### config.mk
export PLATFORM = sky130hd
export DESIGN_NAME = rrpa_array
export DESIGN_NICKNAME = d
export VERILOG_FILES = /design/src/rtl/rrpa_pkg.sv /design/src/rtl/rrpa_pe.sv /design/src/rtl/rrpa_ctrl.sv /design/src/rtl/rrpa_dp.sv /design/src/rtl/rrpa_array.sv
export SDC_FILE = /design/constraint.sdc
export NUM_CORES = 1
export LEC_CHECK = 0
export ABC_AREA = 1
export BUFFER_PORTS_ARGS = -buffer_cell sky130_fd_sc_hd__buf_2
export CAP_MARGIN = 10
export CORE_AREA = 2 2 122 124
export CTS_BUF_LIST = sky130_fd_sc_hd__clkbuf_16
export DETAILED_ROUTE_END_ITERATION = 7
export DIE_AREA = 0 0 124 126
export SLEW_MARGIN = 25
export SYNTH_ARGS = -nofsm -noshare
export SYNTH_HDL_FRONTEND = slang
export SYNTH_SLANG_ARGS = --single-unit
### constraint.sdc
create_clock -name clk -period 5.2 [get_ports clk]
set_input_delay 1.04 -clock clk [delete_from_list [all_inputs] [get_ports clk]]
set_output_delay 1.04 -clock clk [all_outputs]
set_load 0.01 [all_outputs]
### src/rtl/rrpa_pkg.sv
package rrpa_pkg;

  // Strobes handed from the control section to the datapath each cycle.
  typedef struct packed {
    logic capture;      // current input is real; enabled element should load it
    logic resultValid;  // element being selected holds a real operand
  } rrpaStrobe_t;

endpackage

### src/rtl/rrpa_pe.sv
// One processing element: purely combinational polynomial of its operand.
module rrpa_pe #(
  parameter int DATA_W = 8,
  parameter int C2 = 1,
  parameter int C1 = 3,
  parameter int C0 = 7
) (
  input  logic [DATA_W-1:0] peIn,
  output logic [DATA_W-1:0] peOut
);

  localparam logic [DATA_W-1:0] K2 = DATA_W'(C2);
  localparam logic [DATA_W-1:0] K1 = DATA_W'(C1);
  localparam logic [DATA_W-1:0] K0 = DATA_W'(C0);

  logic [DATA_W-1:0] square;
  logic [DATA_W-1:0] quadTerm;
  logic [DATA_W-1:0] linTerm;

  always_comb begin
    square   = peIn * peIn;
    quadTerm = square * K2;
    linTerm  = peIn * K1;
    peOut    = quadTerm + linTerm + K0;
  end

endmodule

### src/rtl/rrpa_ctrl.sv
// Control: rotating load token, slot index, per-element valid flags, output valid.
module rrpa_ctrl
  import rrpa_pkg::*;
#(
  parameter int NUM_PE = 4,
  localparam int IDX_W = (NUM_PE > 1) ? $clog2(NUM_PE) : 1
) (
  input  logic              clk,
  input  logic              rst,
  input  logic              inValid,
  output logic [NUM_PE-1:0] loadOneHot,
  output logic [IDX_W-1:0]  selIdx,
  output rrpaStrobe_t       strobe,
  output logic              outValid
);

  localparam logic [IDX_W-1:0] LAST_IDX = IDX_W'(NUM_PE - 1);

  logic [NUM_PE-1:0] token;
  logic [IDX_W-1:0]  slot;
  logic [NUM_PE-1:0] peValid;

  // The token and the slot counter advance every clock, so the window is fixed.
  always_ff @(posedge clk) begin
    if (rst) begin
      token <= NUM_PE'(1);
      slot  <= '0;
    end else begin
      token <= {token[NUM_PE-2:0], token[NUM_PE-1]};
      slot  <= (slot == LAST_IDX) ? '0 : slot + IDX_W'(1);
    end
  end

  // Element flags record whether the operand loaded into each slot is real.
  always_ff @(posedge clk) begin
    if (rst) begin
      peValid  <= '0;
      outValid <= 1'b0;
    end else begin
      peValid[slot] <= inValid;
      outValid      <= peValid[slot];
    end
  end

  assign loadOneHot         = token;
  assign selIdx             = slot;
  assign strobe.capture     = inValid;
  assign strobe.resultValid = peValid[slot];

endmodule

### src/rtl/rrpa_dp.sv
// Datapath: replicated operand registers, element logic, result mux and output register.
module rrpa_dp
  import rrpa_pkg::*;
#(
  parameter int NUM_PE = 4,
  parameter int DATA_W = 8,
  parameter int C2 = 1,
  parameter int C1 = 3,
  parameter int C0 = 7,
  localparam int IDX_W = (NUM_PE > 1) ? $clog2(NUM_PE) : 1
) (
  input  logic              clk,
  input  logic              rst,
  input  logic [DATA_W-1:0] inData,
  input  logic [NUM_PE-1:0] loadOneHot,
  input  logic [IDX_W-1:0]  selIdx,
  input  rrpaStrobe_t       strobe,
  output logic [DATA_W-1:0] outData
);

  logic [DATA_W-1:0] peReg [NUM_PE];
  logic [DATA_W-1:0] peOut [NUM_PE];

  for (genvar k = 0; k < NUM_PE; k++) begin : g_elem
    always_ff @(posedge clk) begin
      if (rst) begin
        peReg[k] <= '0;
      end else if (loadOneHot[k] && strobe.capture) begin
        peReg[k] <= inData;
      end
    end

    rrpa_pe #(
      .DATA_W(DATA_W),
      .C2    (C2),
      .C1    (C1),
      .C0    (C0)
    ) u_pe (
      .peIn (peReg[k]),
      .peOut(peOut[k])
    );
  end

  // Selected element is the one about to reload: its operand has aged NUM_PE cycles.
  always_ff @(posedge clk) begin
    if (rst) begin
      outData <= '0;
    end else begin
      outData <= strobe.resultValid ? peOut[selIdx] : '0;
    end
  end

endmodule

### src/rtl/rrpa_array.sv
// Top: thin wrapper joining control and datapath.
module rrpa_array
  import rrpa_pkg::*;
#(
  parameter int NUM_PE = 4,
  parameter int DATA_W = 8,
  parameter int C2 = 1,
  parameter int C1 = 3,
  parameter int C0 = 7
) (
  input  logic              clk,
  input  logic              rst,
  input  logic              inValid,
  input  logic [DATA_W-1:0] inData,
  output logic              outValid,
  output logic [DATA_W-1:0] outData
);

  localparam int IDX_W = (NUM_PE > 1) ? $clog2(NUM_PE) : 1;

  logic [NUM_PE-1:0] loadOneHot;
  logic [IDX_W-1:0]  selIdx;
  rrpaStrobe_t       strobe;

  rrpa_ctrl #(
    .NUM_PE(NUM_PE)
  ) u_ctrl (
    .clk       (clk),
    .rst       (rst),
    .inValid   (inValid),
    .loadOneHot(loadOneHot),
    .selIdx    (selIdx),
    .strobe    (strobe),
    .outValid  (outValid)
  );

  rrpa_dp #(
    .NUM_PE(NUM_PE),
    .DATA_W(DATA_W),
    .C2    (C2),
    .C1    (C1),
    .C0    (C0)
  ) u_dp (
    .clk       (clk),
    .rst       (rst),
    .inData    (inData),
    .loadOneHot(loadOneHot),
    .selIdx    (selIdx),
    .strobe    (strobe),
    .outData   (outData)
  );

endmodule

==> reports/results.txt, run 1 <==
Status = finished, final reports clean
Nets = 1,080
Met2 WL = 6410 µm
Synthesis-to-layout area growth = 6.84%
Vias = 5,002
Fin. Hold Viols = 0
Reg2Reg Setup Slack = 0.55 ns
Worst path slowest cell = fa_1
Bufs on Longest Clock Path = 2
Met1 Routed Length = 6680 µm
PortBufs = 19
Sequence of cells on the critical path = nand2_1 > inv_1 > fa_1 > inv_1 > fa_1 > fa_1 > inv_1 > fa_1 > fa_1 > ha_1 > nand2_1 > inv_1 > nand2_1 > nand2_1 > nor2_1 > nand2_1 > nand2_1 > nand3_1 > nand3_1 > nand2_1 > nor2_1 > nor2_1
Crit path max fanout = 9
Synth Instances = 869
Synth cell types = 33
Cell row count = 44
Vias in the first global route = 5,072
Max-cap viol count = 0
Minimum clock period = 4.65 ns
Top layer reached by signal wires = met4
Placer congestion estimate = 0.799
Initial Util = 48.3%
Overall power = 2000 µW
Floorplan core area = 14,300 µm²
CP dominant cell by count = nand2_1
Clock sinks = 51
Vias per cell = 4.67
Number of diodes = 0
Overflow left after global routing = 0
Sequential share of the synthesized area = 19.4%
Metal3 WL = 305 µm
Later-pin clock latency in the skew report = 0.31 ns
Drt pass-1 iters = 5
Wire per inst = 12.6 µm
Largest net degree at the start of global routing = 26
Mapped Avg Cell Area = 7.96 µm²
Routed WL = 13,600 µm
PostCTS Resize Cnt = 0
Root Buffer = clkbuf_16
Final Max Tran Viols = 0
Final setup fails = 0
Residual DRC count = 0
Biggest cell delay along the critical path = 0.58 ns
Crit Path Category = register to register
Worst min path class = register to register
CP arrival = 4.85 ns
DIE AREA = 15,600 µm²
Critical Path Source Type = register
RSZ-0062 raised after global routing = false
Die H = 126 µm
Area share of the largest cell type after synthesis = 20.3%
Antenna violations before repair = 0
Slew of the pin with the lowest slew margin = 0.901 ns
GRT Util Overall = 19.2%
Reg clk slew, reported paths = 0.07 ns
Ys Warns = 0
#FFs+latches synth = 51
Max frequency = 215 MHz
Synth area leaders = fa_1 20%, ha_1 20%, edfxtp_1 14%
Post-CTS setup buffers = 0
First-pass GRT wire length = 23,500 µm
Req. time, crit path = 5.40 ns
Post-DP HPWL = 11,200 µm
Setup TNS = 0 ns
CTS tree = yes
Relative slew slack = 39.9%
Setup clock skew after layout = 0.00545 ns
Tcrit/Tclk final = 89.4%
Cts hold-fix bufs = 0
Share of cells above drive strength 1 = 4.73%
Initial DRC Count = 172
Remaining antenna violation count = 0
Total CTS buffers = 5
Pwr Density = 271 nW/µm²
Io pins = 20
Critical Path End Type = register
Post-synth top area cell = fa_1
Static Leak = 0.00425 µW
Die width = 124 µm
Peak supply drop = 207 µV
Synthesized area = 6920 µm²
Htree depth = 2
## worst max-delay path, delay by kind of cell (launching register included)
family,cells,cell delay (ns)
adders and majority gates,6,2.86
buffers and inverters,4,0.24
DFF,1,0.53
and+or+nand+nor,12,0.93
## cells by family after synthesis
| kind of cell | after synthesis | share of synthesized area [%] |
|---|---|---|
| xor gates and xnor gates | 27 | 3.42 |
| buffers and inverters | 267 | 15.0 |
| other | 1 | 0.0542 |
| adders and majority gates | 182 | 40.5 |
| and+or+nand+nor | 267 | 15.9 |
| AOI/OAI and AO/OA | 74 | 5.79 |
| DFF | 51 | 19.4 |
## power by group
group / internal (µW) / switching [µW]
Sequential: 464 / 37.7
Clock: 276 / 166
Combinational: 423 / 633
Total: 1160 / 837
## registers in the layout, indices dropped and copies added (netlist names)
| register | cells |
|---|---|
| u_ctrl.outValid | 1 |
| u_ctrl.peValid | 4 |
| u_dp.peReg | 32 |
| u_dp.outData | 8 |
| u_ctrl.loadOneHot | 4 |
| u_ctrl.selIdx | 2 |
## final timing paths
| path | end | depth (start not counted) | startpoint |
|---|---|---|---|
| setup / recovery | u_dp.outData[7] | 22 | u_dp.peReg[3][1] |
| hold / removal | u_ctrl.loadOneHot[2] | 2 | u_ctrl.loadOneHot[1] |
| setup reg to reg | u_dp.outData[7] | 22 | u_dp.peReg[3][1] |
| hold reg to reg | u_ctrl.loadOneHot[2] | 2 | u_ctrl.loadOneHot[1] |
## metrics by stage
| stage | instances | area, µm² | utilization [%] | setup slack, ns | hold slack (ns) |
|---|---|---|---|---|---|
| finish | 1072 | 7390 | 51.6 | 0.551 | 0.441 |
| global route | 1072 | 7390 | 51.6 | 0.193 | 0.471 |
| CTS | 1072 | 7390 | 51.6 | 0.539 | 0.441 |
| detailed placement | 1064 | 7200 | 50.3 | 0.574 | 0.430 |
| global placement | 1064 | 7200 | 50.3 | 0.609 | 0.427 |
| floorplan | 870 | 6920 | - | 0.664 | 0.416 |
## metal layers
layer | global-route usage (%) | up-vias
met5 | 0 | -
met4 | 4.03 | 0
met3 | 1.90 | 10
met2 | 32.3 | 44
met1 | 27.1 | 2319
li1 | - | 2629
## synth_stat cells
master and number:
or2_2 1, inv_2 2, dfxtp_1 19, buf_6 4, nand3_2 1, clkbuf_1 7
o21ai_1 10, a21oi_1 29, a31oi_1 4, nor3_1 1, or2_1 2, o21bai_1 1
nor3_4 1, fa_1 70, a21o_1 6, inv_1 251, xnor2_1 19, nand3b_1 4
buf_2 3, xor2_1 8, a21oi_2 1, nor3b_1 1, o22ai_1 1, a22oi_1 1
nand2_1 154, o21ai_0 21, nand3_1 32, nand2_2 3, nor2_2 1, edfxtp_1 32
nor2_1 66, conb_1 1, ha_1 112
## layout by cell type (no fill, tap or decap), drive strengths merged
cell type / n
a21o: 6
a21oi: 30
a22oi: 1
a31oi: 4
buf: 24
bufinv: 2
clkbuf: 5
clkinvlp: 1
conb: 2
dfxtp: 19
edfxtp: 32
fa: 70
ha: 112
inv: 253
nand2: 157
nand3: 33
nand3b: 4
nor2: 67
nor3: 2
nor3b: 1
o21ai: 31
o21bai: 1
o22ai: 1
or2: 3
xnor2: 19
xor2: 8
## layout make-up
class                   instances  area [µm²]
multi-input cells             552        4550
repair buffers                 24         133
flip-flops and latches         51        1340
clock buffers                   5         125
fillers                      1419        6920
well taps                     184         230
inverters                     253         950
clock inverters                 3        67.6
(Power assumes the default switching activity.)
==> run 2: changes to the inputs <==
ABC_AREA = 0   (was 1)
CAP_MARGIN = 20   (was 10)
CORE_AREA = 2 2 119 121   (was 2 2 122 124)
CTS_BUF_LIST = sky130_fd_sc_hd__clkbuf_4 sky130_fd_sc_hd__clkbuf_8   (was sky130_fd_sc_hd__clkbuf_16)
DIE_AREA = 0 0 121 123   (was 0 0 124 126)
==> run 2 against run 1 <==
Net effect: clock skew up 0.0054 ns; utilization down 0.54 points; cell count down 21%; register-to-register slack better by 0.05 ns; sequential share of layout area up 1.1 points; routed wire length down 12%; worst setup slack better by 0.046 ns; count of clock-buffer cells in the layout unchanged; via count down 18%; critical path depth down 9; sequential cell count unchanged.
==> reports/results.txt, run 2 <==
Root Buffer = clkbuf_8
Vias per cell = 4.86
Vias in the first global route = 4,447
GRT Util Overall = 17.9%
Area share of the largest cell type after synthesis = 21.4%
Post-synth EDFFs = 32
Finished Layout Cells = 847
Reg2Reg Setup Slack = 0.60 ns
Wire per inst = 14.1 µm
Sw Ratio = 41.4%
CTS tree = yes
Ys Warns = 0
Share of cells above drive strength 1 = 7.20%
First-pass GRT wire length = 21,100 µm
Ys flop type = edfxtp_1
Clock sinks = 51
Met2 WL = 5800 µm
Later-pin clock latency in the skew report = 0.31 ns
Post-CTS setup buffers = 0
Fin. Hold Viols = 0
Peak supply drop = 178 µV
Most flop-heavy register = u_dp.peReg
Worst setup startpoint = u_dp.peReg[3][1]
Htree depth = 2
Place WS = 0.590 ns
Reg power frac = 24.0%
Sw power = 873 µW
Setup crit end = u_dp.outData[7]
Sequential Area = 1340 µm²
Comb pwr share = 62.4%
Pwr Density = 303 nW/µm²
PortBufs = 19
RSZ-0062 raised after global routing = false
Top layer reached by signal wires = met4
Initial Util = 48.2%
Cell row count = 43
Max FFs per register = 32
Fill count = 1,287
Inst Count DP = 839
Req. time, crit path = 5.38 ns
Bufs on Longest Clock Path = 2
Critical Path End Type = register
Setup clock skew after layout = 0.0108 ns
Relative slew slack = 52.7%
Static Leak = 0.00369 µW
Residual DRC count = 0
Drt pass-1 iters = 4
Post-synth top area cell = fa_1
Routed WL = 12,000 µm
Worst min path class = register to register
DIE AREA = 14,900 µm²
Largest registers = u_dp.peReg x32, u_dp.outData x8
Tcrit/Tclk final = 88.5%
Metal3 WL = 370 µm
Top post-synthesis cells by count = 169 x inv_1, 112 x ha_1, 70 x fa_1
Number of diodes = 0
FFs w/ async S/R, synth = 0%
Floorplan core area = 13,600 µm²
#FFs+latches synth = 51
Multi-input logic area = 4510 µm²
Initial DRC Count = 162
Crit path max fanout = 9
Synth area leaders = fa_1 21%, ha_1 21%, edfxtp_1 15%
Minimum clock period = 4.60 ns
Overall power = 2110 µW
Reg clk slew, reported paths = 0.10 ns
Io pins = 20
Met1 Routed Length = 5730 µm
Commonest cells after routing, fill and taps aside = 169 x inv_1, 112 x ha_1, 70 x fa_1
PostCTS Resize Cnt = 0
Max frequency = 217 MHz
Sequential share of the synthesized area = 20.4%
Status = finished, final reports clean
Setup TNS = 0 ns
Die width = 121 µm
Synth Instances = 650
Mapped Avg Cell Area = 10.1 µm²
Synthesis-to-layout area growth = 6.03%
Cts hold-fix bufs = 0
Slew of the pin with the lowest slew margin = 0.706 ns
Internal = 1230 µW
Most common cell after layout, fill and taps aside = inv_1
Nets = 859
Total CTS buffers = 5
Worst r2r dst = u_dp.outData[7]
Remaining antenna violation count = 0
Crit Path Category = register to register
Die H = 123 µm
Final Max Tran Viols = 0
Placer congestion estimate = 0.810
Synthesized area = 6560 µm²
Largest net degree at the start of global routing = 25
Overflow left after global routing = 0
Most instantiated library cell after synthesis = inv_1
CP arrival = 4.78 ns
Vias = 4,113
Post-DP HPWL = 10,100 µm
Clock share of power = 13.6%
Final setup fails = 0
Antenna violations before repair = 0
Synth cell types = 40
R2R depth = 13
Max-cap viol count = 0
Setup WS post-layout = 0.597 ns
RR Startpoint = u_dp.peReg[3][1]
Critical Path Source Type = register
run 2: how the worst min path moves through the flow:
stage,from,end,depth (start not counted)
final,u_ctrl.peValid[2],u_ctrl.peValid[2],2
after global routing,u_ctrl.peValid[1],u_ctrl.peValid[1],2
after CTS,u_ctrl.peValid[0],u_ctrl.peValid[0],2
after detailed placement,u_ctrl.peValid[0],u_ctrl.peValid[0],2
after global placement,u_ctrl.peValid[1],u_ctrl.peValid[1],2
after floorplan,u_ctrl.peValid[0],u_ctrl.peValid[0],2
run 2: stage by stage:
step / cell area (µm²) / utilization, % / hold WS (ns)
2_1_floorplan: 6560 / - / 0.452
3_3_place_gp: 6840 / 50.2 / 0.475
3_5_place_dp: 6840 / 50.2 / 0.475
4_1_cts: 6950 / 51.1 / 0.500
5_1_grt: 6960 / 51.1 / 0.557
6_report: 6960 / 51.1 / 0.505
run 2: cell type report:
| type | instances | share of cell area (%) |
|---|---|---|
| clock buffer | 5 | 0.989 |
| clock inverter | 3 | 0.684 |
| inverter | 170 | 9.17 |
| multi-input combinational | 415 | 64.8 |
| sequential | 51 | 19.3 |
| tap | 180 | 3.24 |
| timing repair buffer | 23 | 1.80 |
run 2: critical path, stage by stage, from the launching register on:
cell and delay (ns):
edfxtp_1 0.54, and2_1 0.25, fa_1 0.52, inv_1 0.05, fa_1 0.46, fa_1 0.54
inv_1 0.05, fa_1 0.56, fa_1 0.43, ha_1 0.34, a21o_1 0.20, or3_1 0.31
mux2i_1 0.14, o32ai_1 0.08
run 2: power by group through the flow:
stage / logic, µW / registers (µW) / clock network (µW)
6_report: 1310 / 505 / 287
2_1_floorplan: 1040 / 503 / 0
4_1_cts: 1340 / 506 / 292
5_1_grt: 1510 / 511 / 309
3_5_place_dp: 1330 / 515 / 0
3_3_place_gp: 1310 / 515 / 0
run 2: logic make-up after synthesis:
family | count (synthesis) | share of synthesized area (%)
muxes | 13 | 3.13
other | 1 | 0.0572
adders and majority gates | 182 | 42.7
and+or+nand+nor | 107 | 8.53
DFF | 51 | 20.4
AOI/OAI and AO/OA | 51 | 5.34
xor gates and xnor gates | 60 | 8.87
buffers and inverters | 185 | 10.9
run 2: metal layers:
metal	GRT usage (%)	vias up
li1	-	2055
met1	24.5	2002
met2	31.3	50
met3	2.49	6
met4	1.89	0
met5	0	-
